--- src/rtl/sse_pkg.sv ---
package sse_pkg;

  localparam int DEF_DATA_W  = 8;
  localparam int DEF_MAX_LEN = 6;

  typedef enum logic [1:0] {
    PH_LOAD = 2'd0,
    PH_MAX  = 2'd1,
    PH_SUM  = 2'd2,
    PH_SORT = 2'd3
  } phase_e;

endpackage

--- src/rtl/sse_ctrl.sv ---
module sse_ctrl
  import sse_pkg::*;
#(
  parameter int LEN_W = 3
) (
  input  logic             clk,
  input  logic             rst,
  input  logic [LEN_W-1:0] series_len,
  output phase_e           phase,
  output logic [LEN_W-1:0] idx,
  output logic             capture,
  output logic             first,
  output logic             last_in,
  output logic             last_out
);

  phase_e           phase_q;
  logic [LEN_W-1:0] idx_q;
  logic [LEN_W-1:0] len_q;
  logic [LEN_W-1:0] len_eff;
  logic [LEN_W-1:0] idx_end;

  assign capture  = (phase_q == PH_LOAD);
  assign first    = capture && (idx_q == '0);
  // length is taken live on the first loading cycle, held afterwards
  assign len_eff  = first ? series_len : len_q;
  assign idx_end  = len_eff - LEN_W'(1);
  assign last_in  = capture && (idx_q == idx_end);
  assign last_out = (phase_q == PH_SORT) && (idx_q == idx_end);

  always_ff @(posedge clk or posedge rst) begin
    if (rst) begin
      phase_q <= PH_LOAD;
      idx_q   <= '0;
      len_q   <= '0;
    end else begin
      if (first) len_q <= series_len;
      unique case (phase_q)
        PH_LOAD: begin
          if (last_in) begin
            phase_q <= PH_MAX;
            idx_q   <= '0;
          end else begin
            idx_q <= idx_q + LEN_W'(1);
          end
        end
        PH_MAX:  phase_q <= PH_SUM;
        PH_SUM: begin
          phase_q <= PH_SORT;
          idx_q   <= '0;
        end
        PH_SORT: begin
          if (last_out) begin
            phase_q <= PH_LOAD;
            idx_q   <= '0;
          end else begin
            idx_q <= idx_q + LEN_W'(1);
          end
        end
        default: phase_q <= PH_LOAD;
      endcase
    end
  end

  assign phase = phase_q;
  assign idx   = idx_q;

endmodule

--- src/rtl/sse_accum.sv ---
module sse_accum #(
  parameter int DATA_W = 8,
  parameter int SUM_W  = 11
) (
  input  logic              clk,
  input  logic              rst,
  input  logic              capture,
  input  logic              first,
  input  logic [DATA_W-1:0] data_in,
  output logic [DATA_W-1:0] max_q,
  output logic [SUM_W-1:0]  sum_q
);

  function automatic logic [DATA_W-1:0] larger(input logic [DATA_W-1:0] a,
                                               input logic [DATA_W-1:0] b);
    return (a > b) ? a : b;
  endfunction

  function automatic logic [SUM_W-1:0] widen_add(input logic [SUM_W-1:0]  acc,
                                                 input logic [DATA_W-1:0] d);
    return acc + SUM_W'(d);
  endfunction

  always_ff @(posedge clk or posedge rst) begin
    if (rst) begin
      max_q <= '0;
      sum_q <= '0;
    end else if (capture) begin
      max_q <= first ? data_in : larger(max_q, data_in);
      sum_q <= widen_add(first ? '0 : sum_q, data_in);
    end
  end

endmodule

--- src/rtl/sse_sorter.sv ---
module sse_sorter #(
  parameter int DATA_W = 8,
  parameter int DEPTH  = 6,
  parameter int IDX_W  = 3
) (
  input  logic              clk,
  input  logic              rst,
  input  logic              ins_en,
  input  logic [IDX_W-1:0]  ins_cnt,
  input  logic [DATA_W-1:0] ins_data,
  input  logic [IDX_W-1:0]  rd_idx,
  output logic [DATA_W-1:0] rd_data
);

  logic [DATA_W-1:0] slot_q [DEPTH];
  logic [DATA_W-1:0] slot_d [DEPTH];
  logic [DEPTH-1:0]  stay;

  // Ordered insertion: a slot holding a value not above the newcomer
  // stays; the first slot past them takes the newcomer; the rest shift up.
  for (genvar i = 0; i < DEPTH; i++) begin : g_slot
    assign stay[i] = (IDX_W'(i) < ins_cnt) && (slot_q[i] <= ins_data);
    if (i == 0) begin : g_head
      assign slot_d[i] = stay[i] ? slot_q[i] : ins_data;
    end else begin : g_body
      assign slot_d[i] = stay[i]   ? slot_q[i] :
                         stay[i-1] ? ins_data  : slot_q[i-1];
    end
    always_ff @(posedge clk or posedge rst) begin
      if (rst)         slot_q[i] <= '0;
      else if (ins_en) slot_q[i] <= slot_d[i];
    end
  end

  assign rd_data = slot_q[rd_idx];

endmodule

--- src/rtl/series_stat_engine.sv ---
module series_stat_engine
  import sse_pkg::*;
#(
  parameter  int DATA_W  = DEF_DATA_W,
  parameter  int MAX_LEN = DEF_MAX_LEN,
  localparam int LEN_W   = $clog2(MAX_LEN + 1),
  localparam int RES_W   = DATA_W + LEN_W
) (
  input  logic              clk,
  input  logic              rst,
  input  logic [DATA_W-1:0] data_in,
  input  logic [LEN_W-1:0]  series_len,
  output logic [RES_W-1:0]  result
);

  phase_e            phase;
  logic [LEN_W-1:0]  idx;
  logic              capture;
  logic              first;
  logic              last_in;
  logic              last_out;
  logic [DATA_W-1:0] max_q;
  logic [RES_W-1:0]  sum_q;
  logic [DATA_W-1:0] sorted_val;

  // named events for the checker
  logic ev_capture, ev_last_in, ev_show_max, ev_show_sum, ev_show_sort, ev_last_out;
  assign ev_capture   = capture;
  assign ev_last_in   = last_in;
  assign ev_show_max  = (phase == PH_MAX);
  assign ev_show_sum  = (phase == PH_SUM);
  assign ev_show_sort = (phase == PH_SORT);
  assign ev_last_out  = last_out;

  sse_ctrl #(.LEN_W(LEN_W)) u_ctrl (
    .clk       (clk),
    .rst       (rst),
    .series_len(series_len),
    .phase     (phase),
    .idx       (idx),
    .capture   (capture),
    .first     (first),
    .last_in   (last_in),
    .last_out  (last_out)
  );

  sse_accum #(.DATA_W(DATA_W), .SUM_W(RES_W)) u_accum (
    .clk    (clk),
    .rst    (rst),
    .capture(capture),
    .first  (first),
    .data_in(data_in),
    .max_q  (max_q),
    .sum_q  (sum_q)
  );

  sse_sorter #(.DATA_W(DATA_W), .DEPTH(MAX_LEN), .IDX_W(LEN_W)) u_sorter (
    .clk     (clk),
    .rst     (rst),
    .ins_en  (capture),
    .ins_cnt (idx),
    .ins_data(data_in),
    .rd_idx  (idx),
    .rd_data (sorted_val)
  );

  always_comb begin
    unique case (phase)
      PH_MAX:  result = RES_W'(max_q);
      PH_SUM:  result = sum_q;
      PH_SORT: result = RES_W'(sorted_val);
      default: result = '0;
    endcase
  end

endmodule

--- config.mk ---
export PLATFORM = sky130hd
export DESIGN_NAME = series_stat_engine
export DESIGN_NICKNAME = d
export VERILOG_FILES = /design/src/rtl/sse_pkg.sv /design/src/rtl/sse_ctrl.sv /design/src/rtl/sse_accum.sv /design/src/rtl/sse_sorter.sv /design/src/rtl/series_stat_engine.sv
export SDC_FILE = /design/constraint.sdc
export NUM_CORES = 1
export LEC_CHECK = 0
export ABC_AREA = 1
export ABC_CLOCK_PERIOD_IN_PS = 7200
export BUFFER_PORTS_ARGS = -buffer_cell sky130_fd_sc_hd__buf_4
export CAP_MARGIN = 10
export CORE_UTILIZATION = 65
export DETAILED_ROUTE_END_ITERATION = 16
export GPL_ROUTABILITY_DRIVEN = 0
export PLACE_DENSITY = 0.92
export SETUP_SLACK_MARGIN = 0.15
export SLEW_MARGIN = 20
export SYNTH_ARGS = -nofsm -noshare
export SYNTH_HDL_FRONTEND = slang
export SYNTH_SLANG_ARGS = --single-unit
--- constraint.sdc ---
create_clock -name clk -period 7.2 [get_ports clk]
set_input_delay 1.08 -clock clk [delete_from_list [all_inputs] [get_ports clk]]
set_output_delay 1.08 -clock clk [all_outputs]
set_load 0.005 [all_outputs]
==> flow_metrics.env <==
export IMPL_outcome="finished, final reports clean"
export IMPL_dp_hpwl_um=11700
export IMPL_n_antenna_cell=0
export IMPL_synth_compound_area_frac=0.0872
export IMPL_syn_num_nets=966
export IMPL_area_growth_synth_to_final_pct=6.40
export IMPL_die_area_um2=9660
export IMPL_fin_crit_ps=3550
export IMPL_nNetsFinal=983
export IMPL_hold_path_class="reg2reg"
export IMPL_crit_required_ps=7460
export IMPL_crit_buf_inv=4
export IMPL_synth_avg_cell_area_um2=6.84
export IMPL_seq_power_share=0.296
export IMPL_relSlewSlack=0.365
export IMPL_cp_start_kind="flip-flop"
export IMPL_clock_path_buffers=2
export IMPL_switching_share=0.532
export IMPL_final_cells=1011
export IMPL_fin_crit_sh=0.492
export IMPL_rows=34
export IMPL_setup_viol=0
export IMPL_cp_max_fo=25
export IMPL_die_h_um=98.3
export IMPL_grt_pass1_vias=5463
export IMPL_startpoint="u_ctrl.idx[0]"
export IMPL_cts_tree="done"
export IMPL_clkPwrFrac=0.100
export IMPL_crit_type="reg2reg"
export IMPL_cts_buffers=9
export IMPL_root_buffer="clkbuf_8"
export IMPL_p_int_mw=1.39
export IMPL_io_pin_count=24
export IMPL_crit_end="u_accum.sum_q[8]"
export IMPL_track_usage=0.362
export IMPL_firstDrtPassIters=5
export IMPL_ys_seq_elements=75
export IMPL_cpMostUsedCell="nand2_1"
export IMPL_fin_setup_tns_ps=0
export IMPL_drc=0
export IMPL_htreeDepth=3
export IMPL_grt_max_degree=76
export IMPL_numPortBuffers=23
export IMPL_peakVddDrop_mv=0.255
export IMPL_synth_edf_count=0
export IMPL_most_common_layout_cells="nand2_1 (384), inv_1 (75), dfrtp_1 (75), nand3_1 (72), ha_1 (70)"
export IMPL_ant_nets=0
export IMPL_wl_um=16400
export IMPL_synth_xor_area_frac=0.00872
export IMPL_total_power_mw=2.98
export IMPL_drtIter0Drc=731
export IMPL_path_depth=16
export IMPL_vias=5919
export IMPL_ys_warn_count=0
export IMPL_ctsResizeCount=0
export IMPL_final_max_slew_viol_count=0
export IMPL_power_density_nw_per_um2=464
export IMPL_timing_rr_end="u_accum.sum_q[8]"
export IMPL_cpPeakStageDelay_ps=850
export IMPL_cts_setup_buffers=0
export IMPL_synthMuxAreaShare=0
export IMPL_power_switching_mw=1.58
export IMPL_ys_seq_area_frac=0.311
export IMPL_synthAdderAreaFrac=0.151
export IMPL_synthArstFlopShare=1.00
export IMPL_ys_flop_type="dfrtp_1"
export IMPL_placedCellCount=995
export IMPL_grt_pass1_wl_um=26800
export IMPL_detail_route_wl_per_cell_um=16.2
export IMPL_die_w_um=98.3
export IMPL_clock_sinks=75
export IMPL_combinationalPowerShare=0.604
export IMPL_r2r_start="u_ctrl.idx[0]"
export IMPL_antenna_found_initial=0
export IMPL_cpLargestDelayFamily="adder cells"
export IMPL_crit_chain="inv_2 -> ha_1 -> nand2_1 -> nor2_2 -> nor2_1 -> ha_1 -> inv_1 -> fa_1 -> inv_1 -> nand4_1 -> o211ai_1 -> nand2_1 -> nand2_1 -> nand3_1 -> nand2_1 -> inv_1"
export IMPL_clock_latency_ps=370
export IMPL_via_per_inst=5.85
export IMPL_cap_violations=0
export IMPL_clock_skew_ps=15.2
export IMPL_slowest_stage="dfrtp_1"
export IMPL_initial_core_util=0.681
export IMPL_drive_gt1_frac=0.0808
export IMPL_max_freq_ghz=0.282
export IMPL_hold_viol=0
export IMPL_synthCells=881
export IMPL_cellLeakagePower_nw=3.64
export IMPL_ys_types=37
export IMPL_rsz0062_at_grt="no"
export IMPL_layout_commonest_cell="nand2_1"
export IMPL_worstPathArrival_ps=3810
export IMPL_worst_pin_slew_ps=952
export IMPL_synthesis_area_um2=6030
export IMPL_synth_top_family_by_area="simple AND/OR/NAND/NOR gates"
export IMPL_synth_simple_gate_area_share=0.373
export IMPL_overflow=0
export IMPL_r2r_cells=16
export IMPL_crit_path_end_kind="flip-flop"
export IMPL_core_area_um2=8850
export IMPL_r2r_slack_ps=3650
export IMPL_ctsHoldBuffers=0
export IMPL_clk_pin_slew_ps=80
-- sequential cells by signal, indices dropped and copies added (netlist names) --
| register | cells |
|---|---|
| u_ctrl.phase | 2 |
| u_sorter.slot_q | 48 |
| u_accum.sum_q | 11 |
| u_ctrl.len_q | 3 |
| u_accum.max_q | 8 |
| u_ctrl.idx | 3 |
-- how the worst min path moves through the flow --
stage,from,to,slack (ps),depth (start not counted)
6_report,u_accum.sum_q[6],u_accum.sum_q[6],500,2
5_1_grt,u_accum.sum_q[3],u_accum.sum_q[3],540,2
4_1_cts,u_accum.sum_q[6],u_accum.sum_q[6],500,2
3_5_place_dp,u_accum.sum_q[6],u_accum.sum_q[6],480,2
3_3_place_gp,u_accum.sum_q[6],u_accum.sum_q[6],470,2
2_1_floorplan,u_accum.sum_q[3],u_accum.sum_q[3],450,2
-- metal layers --
metal  GRT usage  wire length (µm)  up-vias
met3      0.0608              1980       59
met1       0.502              6710     2629
met5           0                 0        -
met4       0.188               701        0
met2       0.545              7030      337
li1            -                 -     2894
-- tightest hold or removal path, cell delays in order, from the launching register on --
cell and delay, ps:
dfrtp_1 340, nand2_1 60, o21ai_0 70
-- final cells by class --
cell class | instances | area, µm²
fillers | 704 | 2440
clock inverters | 5 | 38.8
multi-input cells | 705 | 3730
inverters | 83 | 314
repair buffers | 24 | 180
flip-flops and latches | 75 | 1880
well taps | 108 | 135
clock buffers | 11 | 131
-- power groups by stage --
| stage | logic, mW | clock network [mW] | registers [mW] |
|---|---|---|---|
| 2_1_floorplan | 1.45 | 0 | 0.742 |
| 3_3_place_gp | 1.71 | 0 | 0.861 |
| 3_5_place_dp | 1.76 | 0 | 0.869 |
| 4_1_cts | 1.77 | 0.299 | 0.862 |
| 5_1_grt | 2.06 | 0.318 | 0.894 |
| 6_report | 1.80 | 0.298 | 0.880 |
-- synthesized netlist by cell type, types with 2 or more instances --
cell / instances / area [µm²]
nand3_2: 2 / 20.0
clkbuf_1: 6 / 22.5
buf_6: 3 / 33.8
nand3_1: 72 / 360
o22ai_1: 8 / 50.1
dfrtp_1: 75 / 1880
or2_2: 2 / 12.5
o211ai_1: 6 / 45.0
a21o_1: 6 / 45.0
a21oi_1: 29 / 145
buf_2: 7 / 35.0
nand4_1: 14 / 87.6
inv_2: 6 / 22.5
nor2_1: 38 / 143
nand2_4: 4 / 45.0
xor2_1: 2 / 17.5
o21ai_1: 11 / 55.1
xnor2_1: 4 / 35.0
o21ai_0: 21 / 105
nor2_2: 2 / 12.5
o21a_1: 2 / 15.0
nand2_2: 13 / 81.3
nor3_1: 3 / 15.0
nand2_1: 384 / 1440
a31oi_1: 4 / 25.0
ha_1: 71 / 888
inv_1: 76 / 285
-- cells by family (layout without fill, tap and decap cells) --
group | count (synthesis) | count (layout)
and+or+nand+nor | 536 | 536
buffers and inverters | 101 | 123
AOI/OAI and AO/OA | 91 | 91
DFF | 75 | 75
adders and majority gates | 72 | 72
xor gates and xnor gates | 6 | 6
-- stage by stage --
step           utilization  hold slack [ps]  setup WS [ps]  area [µm²]
4_1_cts              0.725              499           3760        6410
5_1_grt              0.725              536           3410        6410
3_5_place_dp         0.705              482           3810        6240
6_report             0.725              502           3650        6410
2_1_floorplan            -              453           4210        6030
3_3_place_gp         0.705              468           3930        6240
No activity file was read; power rests on OpenSTA's default activity.
